File: src/rtl/itg_pkg.sv
// Package: default sizing for the interleave timing generator.
// Assumes the schedule length equals the section count and is a power of two.
package itg_pkg;
    localparam int unsigned ITG_PH_W_DEF        = 4;
    localparam int unsigned ITG_CAL_CYCLES_DEF  = 10000;
    localparam int unsigned ITG_SAMPLE_SLOT_DEF = 3;
    localparam int unsigned ITG_XFER_SLOT_DEF   = 15;
endpackage

File: src/rtl/itg_phase_ctr.sv
// Module: itg_phase_ctr
// Free-running base counter shared by all sections. It wraps naturally
// at 2**PH_W. Assumes a synchronous active-low reset.
module itg_phase_ctr #(
    parameter int unsigned PH_W = 4
) (
    input  logic            clk,
    input  logic            rst_n,
    output logic [PH_W-1:0] base_q
);
    // Advance the base count once per rising clock edge.
    always_ff @(posedge clk) begin
        if (!rst_n) base_q <= '0;
        else        base_q <= base_q + 1'b1;
    end
endmodule

File: src/rtl/itg_section.sv
// Module: itg_section
// Per-section schedule decode. The phase is the base count minus the
// section number, so each section lags its lower neighbour by one clock.
// Pure combinational logic that follows the shared counter.
module itg_section #(
    parameter int unsigned PH_W        = 4,
    parameter int unsigned SECT_ID     = 0,
    parameter int unsigned SAMPLE_SLOT = 3,
    parameter int unsigned XFER_SLOT   = 15
) (
    input  logic [PH_W-1:0] base,
    output logic [PH_W-1:0] phase,
    output logic            sample,
    output logic            xfer
);
    localparam logic [PH_W-1:0] OFS  = PH_W'(SECT_ID);
    localparam logic [PH_W-1:0] SMP  = PH_W'(SAMPLE_SLOT);
    localparam logic [PH_W-1:0] XFR  = PH_W'(XFER_SLOT);

    // Derive this section's slot and the two slot strobes.
    always_comb begin
        phase  = base - OFS;
        sample = (phase == SMP);
        xfer   = (phase == XFR);
    end
endmodule

File: src/rtl/itg_cal_timer.sv
// Module: itg_cal_timer
// Counts rising edges after reset release and sets a sticky flag on the
// CAL_CYCLES-th edge. The count freezes once the flag is set.
module itg_cal_timer #(
    parameter int unsigned CAL_CYCLES = 10000,
    parameter int unsigned CAL_W      = $clog2(CAL_CYCLES)
) (
    input  logic clk,
    input  logic rst_n,
    output logic done_q
);
    localparam logic [CAL_W-1:0] LAST = CAL_W'(CAL_CYCLES - 1);

    logic [CAL_W-1:0] cnt_q;

    // Count edges until the interval ends, then latch the flag.
    always_ff @(posedge clk) begin
        if (!rst_n) begin
            cnt_q  <= '0;
            done_q <= 1'b0;
        end else if (!done_q) begin
            if (cnt_q == LAST) done_q <= 1'b1;
            else               cnt_q  <= cnt_q + 1'b1;
        end
    end
endmodule

File: src/rtl/interleave_timer.sv
// Module: interleave_timer
// Top level: one shared base counter, 2**PH_W section decoders and the
// power-up calibration timer. Every output changes only on a rising clock edge.
module interleave_timer
    import itg_pkg::*;
#(
    parameter int unsigned PH_W        = ITG_PH_W_DEF,
    parameter int unsigned CAL_CYCLES  = ITG_CAL_CYCLES_DEF,
    parameter int unsigned SAMPLE_SLOT = ITG_SAMPLE_SLOT_DEF,
    parameter int unsigned XFER_SLOT   = ITG_XFER_SLOT_DEF
) (
    input  logic                         clk,
    input  logic                         rst_n,
    output logic [(1<<PH_W)*PH_W-1:0]    sect_phase,
    output logic [(1<<PH_W)-1:0]         sample_stb,
    output logic [(1<<PH_W)-1:0]         xfer_stb,
    output logic                         cal_done
);
    localparam int unsigned SECTIONS = 1 << PH_W;
    localparam int unsigned CAL_W    = $clog2(CAL_CYCLES);

    logic [PH_W-1:0] base;

    itg_phase_ctr #(.PH_W(PH_W)) u_ctr (
        .clk    (clk),
        .rst_n  (rst_n),
        .base_q (base)
    );

    for (genvar k = 0; k < SECTIONS; k++) begin : g_sect
        itg_section #(
            .PH_W        (PH_W),
            .SECT_ID     (k),
            .SAMPLE_SLOT (SAMPLE_SLOT),
            .XFER_SLOT   (XFER_SLOT)
        ) u_sect (
            .base   (base),
            .phase  (sect_phase[k*PH_W +: PH_W]),
            .sample (sample_stb[k]),
            .xfer   (xfer_stb[k])
        );
    end

    itg_cal_timer #(.CAL_CYCLES(CAL_CYCLES), .CAL_W(CAL_W)) u_cal (
        .clk    (clk),
        .rst_n  (rst_n),
        .done_q (cal_done)
    );
endmodule

File: config.mk
export PLATFORM = sky130hd
export DESIGN_NAME = interleave_timer
export DESIGN_NICKNAME = d
export VERILOG_FILES = /design/src/rtl/itg_pkg.sv /design/src/rtl/itg_phase_ctr.sv /design/src/rtl/itg_section.sv /design/src/rtl/itg_cal_timer.sv /design/src/rtl/interleave_timer.sv
export SDC_FILE = /design/constraint.sdc
export NUM_CORES = 1
export LEC_CHECK = 0
export ABC_AREA = 1
export CAP_MARGIN = 40
export CORE_MARGIN = 2
export CORE_UTILIZATION = 43
export DETAILED_ROUTE_END_ITERATION = 7
export GPL_TIMING_DRIVEN = 0
export PLACE_DENSITY = 0.95
export SLEW_MARGIN = 40
export SYNTH_ARGS = -nofsm -noshare
export SYNTH_HDL_FRONTEND = slang
export SYNTH_SLANG_ARGS = --single-unit
export TNS_END_PERCENT = 10
File: constraint.sdc
create_clock -name clk -period 3.3 [get_ports clk]
set_input_delay 0.33 -clock clk [delete_from_list [all_inputs] [get_ports clk]]
set_output_delay 0.33 -clock clk [all_outputs]
set_load 0.02 [all_outputs]
== Word-level counts from Yosys, hierarchy flattened ==
Cells that the tools add are included.

* $add $sub $neg: 17
* Equal/unequal tests: 33
* Multiplexer cells: 2
* Bitwise logic cells: 2
* Reduce and logical (&&, ||, !) cells: 1

{| class="wikitable"
|+ Operators by type and width
! kind !! count
|-
| $eq A4 B2 Y1 const B || 16
|-
| $eq A4 B4 Y1 const B || 16
|-
| $sub A4 B4 Y4 const B || 8
|-
| $sub A4 B3 Y4 const B || 4
|-
| $add A14 B1 Y14 const B || 1
|-
| $eq A14 B14 Y1 const B || 1
|-
| $sub A4 B2 Y4 const B || 2
|-
| $add A4 B1 Y4 const B || 1
|-
| $sub A4 B1 Y4 const B || 1
|-
| $mux W1 || 2
|-
| $not A1 Y1 || 2
|-
| $reduce_and A2 Y1 || 1
|}

* Register bits: 19
* Logic and storage cells: 58

== Depth between registers and ports, before layout ==
* Word-level depth: 3
* Mapped depth: 10
* Depth with buffers taken out: 8

== Hierarchy ==
Synthesis repeated with hierarchy kept, for this count alone.

* Cell total of the unflattened synthesis: 402
* Area, all modules: 2,354.8 sq um

{| class="wikitable"
|+ By module, submodules not included
! module !! instances !! cells each !! area an instance (sq um)
|-
| itg_cal_timer || 1 || 121 || 799.5
|-
| itg_section (g_sect[11].u_sect ...) || 2 || 22 || 116.4
|-
| itg_section (g_sect[15].u_sect ...) || 2 || 21 || 116.4
|-
| itg_phase_ctr || 1 || 17 || 143.9
|-
| itg_section (g_sect[9].u_sect) || 1 || 19 || 107.6
|-
| itg_section (g_sect[10].u_sect) || 1 || 17 || 86.3
|-
| itg_section (g_sect[1].u_sect) || 1 || 18 || 86.3
|-
| itg_section (g_sect[2].u_sect) || 1 || 17 || 83.8
|-
| itg_section (g_sect[6].u_sect) || 1 || 16 || 82.6
|-
| itg_section (g_sect[13].u_sect) || 1 || 16 || 81.3
|-
| itg_section (g_sect[5].u_sect) || 1 || 15 || 81.3
|-
| itg_section (g_sect[14].u_sect) || 1 || 16 || 80.1
|-
| itg_section (g_sect[4].u_sect) || 1 || 12 || 70.1
|-
| itg_section (g_sect[12].u_sect) || 1 || 11 || 66.3
|-
| 2 more rows || -- || -- || --
|}

== Worst setup path before layout ==
No wires, ideal clock.

* Kind: reg-to-output
* Start: register u_ctr.base_q[2]
* End: output port sample_stb[2]
* Arrival time: 2.207 ns
* Setup slack: 0.763 ns
* Stages on the path, launching flop included: 7
* Buffers on the path: 1
* Cell sequence: dfxtp_1 inv_1 ha_1 xnor2_1 inv_1 nor2_1 buf_4

* Cells in the longest elaborated chain, start to end: 2

{| class="wikitable"
|+ Ends and longest elaborated chain
! what !! RTL line !! source
|-
| from (decl) || itg_phase_ctr.sv:9 || <nowiki>output logic [PH_W-1:0] base_q</nowiki>
|-
| from (signal assigned) || itg_phase_ctr.sv:14 || <nowiki>else base_q <= base_q + 1'b1;</nowiki>
|-
| $sub A4 B2 Y4 || itg_section.sv:22 || <nowiki>phase = base - OFS;</nowiki>
|-
| named net sect_phase[11] || interleave_timer.sv:14 || <nowiki>output logic [(1<<PH_W)*PH_W-1:0] sect_phase,</nowiki>
|-
| $eq A4 B2 Y1 || itg_section.sv:23 || <nowiki>sample = (phase == SMP);</nowiki>
|-
| to (decl) || interleave_timer.sv:15 || <nowiki>output logic [(1<<PH_W)-1:0] sample_stb,</nowiki>
|}

The timed path passes the listed nets, and every way through them passes these cells.

== Worst setup path in the final report ==
* Start: register u_ctr.base_q[2]
* End: output port sample_stb[1]

* Cells in the longest elaborated chain, start to end: 2

{| class="wikitable"
|+ Ends and longest elaborated chain
! what !! RTL line
|-
| $sub A4 B1 Y4 || itg_section.sv:22
|-
| $eq A4 B2 Y1 || itg_section.sv:23
|}

Every way passes these cells.

==> impl_metrics.prom <==
# TYPE chip_impl_metric gauge
chip_impl_metric{name="remaining_design_rule_violation_count",unit=""} 0
chip_impl_info{name="dominantRegCellSynth",value="sky130_fd_sc_hd__dfxtp_1"} 1
chip_impl_metric{name="yosys_top_cell_area_share",unit=""} 0.264
chip_impl_metric{name="critPathBufInv",unit=""} 4
chip_impl_info{name="post_synth_main_area_contributors",value="sky130_fd_sc_hd__buf_4 26%, sky130_fd_sc_hd__dfxtp_1 20%, sky130_fd_sc_hd__nor2_1 11%"} 1
chip_impl_metric{name="synth_fa_ha_area_frac",unit=""} 0.0934
chip_impl_metric{name="max_stage_delay",unit="ns"} 0.58
chip_impl_metric{name="diodes_inserted",unit=""} 0
chip_impl_metric{name="clk_pin_slew",unit="ns"} 0.06
chip_impl_metric{name="wirelength",unit="µm"} 4910
chip_impl_metric{name="synth_cell_types",unit=""} 22
chip_impl_metric{name="dieWidth",unit="µm"} 70.0
chip_impl_metric{name="overflow_left_after_global_routing",unit=""} 0
chip_impl_metric{name="sequential_to_total_area_share_from_yosys_stat",unit=""} 0.203
chip_impl_metric{name="synth-warning-count",unit=""} 0
chip_impl_metric{name="synth_async_sr_flop_share",unit=""} 0
chip_impl_metric{name="design_power_total",unit="mW"} 1.01
chip_impl_metric{name="power.ir.vdd_worst",unit="µV"} 237
chip_impl_metric{name="cp_data_required_time",unit="ns"} 2.97
chip_impl_metric{name="report.final.hold_viol_count",unit=""} 0
chip_impl_metric{name="yosys.area_share.xor_xnor",unit=""} 0.0360
chip_impl_metric{name="synthesis.area",unit="µm²"} 1880
chip_impl_info{name="rsz0062_at_grt",value="no"} 1
chip_impl_metric{name="post_cts_hold_buffer_count",unit=""} 0
chip_impl_metric{name="power_density",unit="nW/µm²"} 342
chip_impl_metric{name="post_route_cells_drive_above_1_share",unit=""} 0.205
chip_impl_metric{name="period_minus_slack",unit="ns"} 2.98
chip_impl_info{name="result_of_the_run",value="finished clean"} 1
chip_impl_info{name="cp_slowest_cell",value="sky130_fd_sc_hd__clkdlybuf4s50_1"} 1
chip_impl_info{name="worstPathCellList",value="inv_1, ha_1, nand2_1, xor2_1, inv_2, nor2_1, buf_4, clkdlybuf4s50_1"} 1
chip_impl_metric{name="setup_tns",unit="ns"} 0
chip_impl_metric{name="comb_power_share",unit=""} 0.594
chip_impl_metric{name="switching_share",unit=""} 0.381
chip_impl_metric{name="synth_compound_area_frac",unit=""} 0.0514
chip_impl_metric{name="numCtsBuffers",unit=""} 3
chip_impl_metric{name="ys_seq_elements",unit=""} 19
chip_impl_metric{name="placementRows",unit=""} 24
chip_impl_metric{name="drt-pass1-iter-count",unit=""} 4
chip_impl_metric{name="final-max-slew-violation-count",unit=""} 0
chip_impl_metric{name="fin_nets",unit=""} 407
chip_impl_info{name="synth_top_family_by_area",value="buffers and inverters"} 1
chip_impl_metric{name="grt_first_pass_wirelength",unit="µm"} 8340
chip_impl_info{name="most_common_library_cells_after_synthesis",value="66 x sky130_fd_sc_hd__buf_4, 56 x sky130_fd_sc_hd__nor2_1, 55 x sky130_fd_sc_hd__nand2_1, 31 x sky130_fd_sc_hd__inv_1, 19 x sky130_fd_sc_hd__dfxtp_1"} 1
chip_impl_metric{name="max_cap_check_violation_count",unit=""} 0
chip_impl_metric{name="post_synthesis_average_cell_area",unit="µm²"} 6.51
chip_impl_metric{name="clock_tree.htree_level_count",unit=""} 1
chip_impl_metric{name="grt_antenna_before_repair",unit=""} 0
chip_impl_metric{name="dr.first_iter.drc_count",unit=""} 65
chip_impl_metric{name="synth_mux_area_frac",unit=""} 0
chip_impl_metric{name="clk_latency",unit="ns"} 0.26
chip_impl_info{name="startpoint_type",value="flop"} 1
chip_impl_info{name="worstSetupPathType",value="reg -> out"} 1
chip_impl_metric{name="floorplan.initialDensity",unit=""} 0.440
chip_impl_metric{name="dp.final_hpwl",unit="µm"} 4110
chip_impl_metric{name="place_ws",unit="ns"} 0.438
chip_impl_info{name="path_delay_family",value="buffers and inverters"} 1
chip_impl_metric{name="crit_arrival",unit="ns"} 2.65
chip_impl_metric{name="maximum_frequency_from_static_timing_analysis",unit="MHz"} 335
chip_impl_info{name="timing.hold.worst.class",value="reg -> reg"} 1
chip_impl_metric{name="clock_network_power_share",unit=""} 0.158
chip_impl_metric{name="syn-num-nets",unit=""} 304
chip_impl_metric{name="p_int",unit="mW"} 0.628
chip_impl_metric{name="report.final.setup_viol",unit=""} 0
chip_impl_metric{name="pwr-share-seq",unit=""} 0.248
chip_impl_metric{name="leakage",unit="nW"} 1.43
chip_impl_metric{name="route.detailed.wl_per_inst",unit="µm"} 11.1
chip_impl_metric{name="max_slew_margin",unit=""} 0.718
chip_impl_metric{name="final.hold.worst_slack",unit="ns"} 0.502
chip_impl_metric{name="switching_power",unit="mW"} 0.387
chip_impl_metric{name="detailroute.via_count",unit=""} 1978
chip_impl_metric{name="gp_congestion",unit=""} 0.903
chip_impl_metric{name="synth_edf_count",unit=""} 0
chip_impl_metric{name="ios",unit=""} 99
chip_impl_info{name="clock_tree_from_tritoncts",value="done"} 1
chip_impl_metric{name="setup_slack",unit="ns"} 0.317
chip_impl_metric{name="synthesized_area_fraction_occupied_by_and_or_nand_nor_cells",unit=""} 0.270
chip_impl_metric{name="finalClockSkew",unit="ns"} 0.00350
chip_impl_metric{name="place.port_buffers",unit=""} 98
chip_impl_metric{name="tightest_slew",unit="ns"} 0.423
chip_impl_info{name="biggest_area_consumer_among_synthesized_cells",value="sky130_fd_sc_hd__buf_4"} 1
chip_impl_metric{name="grt_max_degree",unit=""} 18
chip_impl_metric{name="grt_usage",unit=""} 0.205
chip_impl_metric{name="die-height",unit="µm"} 70.0
chip_impl_info{name="synth.most_common_cell",value="sky130_fd_sc_hd__buf_4"} 1
chip_impl_metric{name="critPathMaxFanout",unit=""} 10
chip_impl_info{name="cts_root_buf",value="sky130_fd_sc_hd__clkbuf_8"} 1
chip_impl_metric{name="area_delta_synth_final",unit="%"} 58.2
chip_impl_metric{name="vias_per_cell",unit=""} 4.48
chip_impl_metric{name="drt.antenna.violating_nets",unit=""} 0
chip_impl_metric{name="max-clock-path-buffers",unit=""} 2
chip_impl_metric{name="clock-sinks",unit=""} 19
chip_impl_metric{name="min_period_over_period",unit=""} 0.904
chip_impl_metric{name="number_of_instances_in_the_synthesized_netlist",unit=""} 288
chip_impl_info{name="critical_path.endpoint_type",value="output port"} 1
chip_impl_metric{name="first_global_vias",unit=""} 1836
chip_impl_metric{name="core_region_area",unit="µm²"} 4260
chip_impl_metric{name="full_die_area",unit="µm²"} 4910
-- cells by family after synthesis --
group,count (synthesis)
AND/OR/NAND/NOR,128
buffers and inverters,103
flip-flops,19
AO/OA/AOI/OAI,18
adder cells (fa/ha/maj),14
XOR/XNOR,6
-- final timing paths --
check,end,depth (start not counted),startpoint,slack (ns)
setup / recovery,sample_stb[1],8,u_ctr.base_q[2],0.32
hold / removal,u_cal.cnt_q[1],2,u_cal.cnt_q[1],0.50
setup reg to reg,u_ctr.base_q[3],7,u_ctr.base_q[2],1.77
hold reg to reg,u_cal.cnt_q[1],2,u_cal.cnt_q[1],0.50
-- power groups by stage --
stage | sequential, mW | combinational (mW) | clock (mW)
floorplan | 0.258 | 0.346 | 0
CTS | 0.252 | 0.607 | 0.164
global placement | 0.256 | 0.593 | 0
detailed placement | 0.257 | 0.607 | 0
finish | 0.252 | 0.603 | 0.160
global route | 0.254 | 0.641 | 0.171
-- state kept, by name (all words and copies together) (netlist names) --
signal	flops
u_cal.done_q	1
u_ctr.base_q	4
u_cal.cnt_q	14
-- metrics by stage --
step,cells,utilization,cell area [µm²]
floorplan,288,-,1880
global placement,438,0.685,2920
detailed placement,438,0.685,2920
CTS,442,0.696,2970
global route,442,0.696,2970
finish,442,0.696,2970
-- metal layers --
metal,part of all wire,up-vias,global-route usage
met4,0.023,0,0.0620
met1,0.38,871,0.223
met3,0.073,14,0.0390
met5,0,-,0
li1,-,1007,-
met2,0.52,86,0.396
-- timing repair --
item | 4_1_cts | 5_1_grt
setup endpoints to repair | 0 | 1
setup buffers | 0 | 0
gates resized for setup | 0 | 1
-- worst min-delay path, cell delays in order (launching register included) --
cell	delay (ns)
sky130_fd_sc_hd__dfxtp_1	0.33
sky130_fd_sc_hd__nand2_1	0.07
sky130_fd_sc_hd__a21oi_1	0.05
-- cell usage in the layout (no fill, tap or decap), drive strengths merged --
cell / n
inv: 33
xnor2: 1
clkdlybuf4s50: 98
ha: 14
nand2: 56
dfxtp: 19
or2: 2
nor2: 56
nand3: 11
clkbuf: 5
buf: 69
a21oi: 12
o21bai: 1
xor2: 5
o21ai: 5
nor3: 3
-- final cells by class --
cell class                      instances  area, µm²
Fill cell                             340       1300
Timing Repair Buffer                   98        981
Multi-Input combinational cell        166        845
Buffer                                 70        527
Sequential cell                        19        382
Inverter                               33        124
Tap cell                               52       65.1
Clock buffer                            4       45.0
Power figures use the tool's default switching activity.
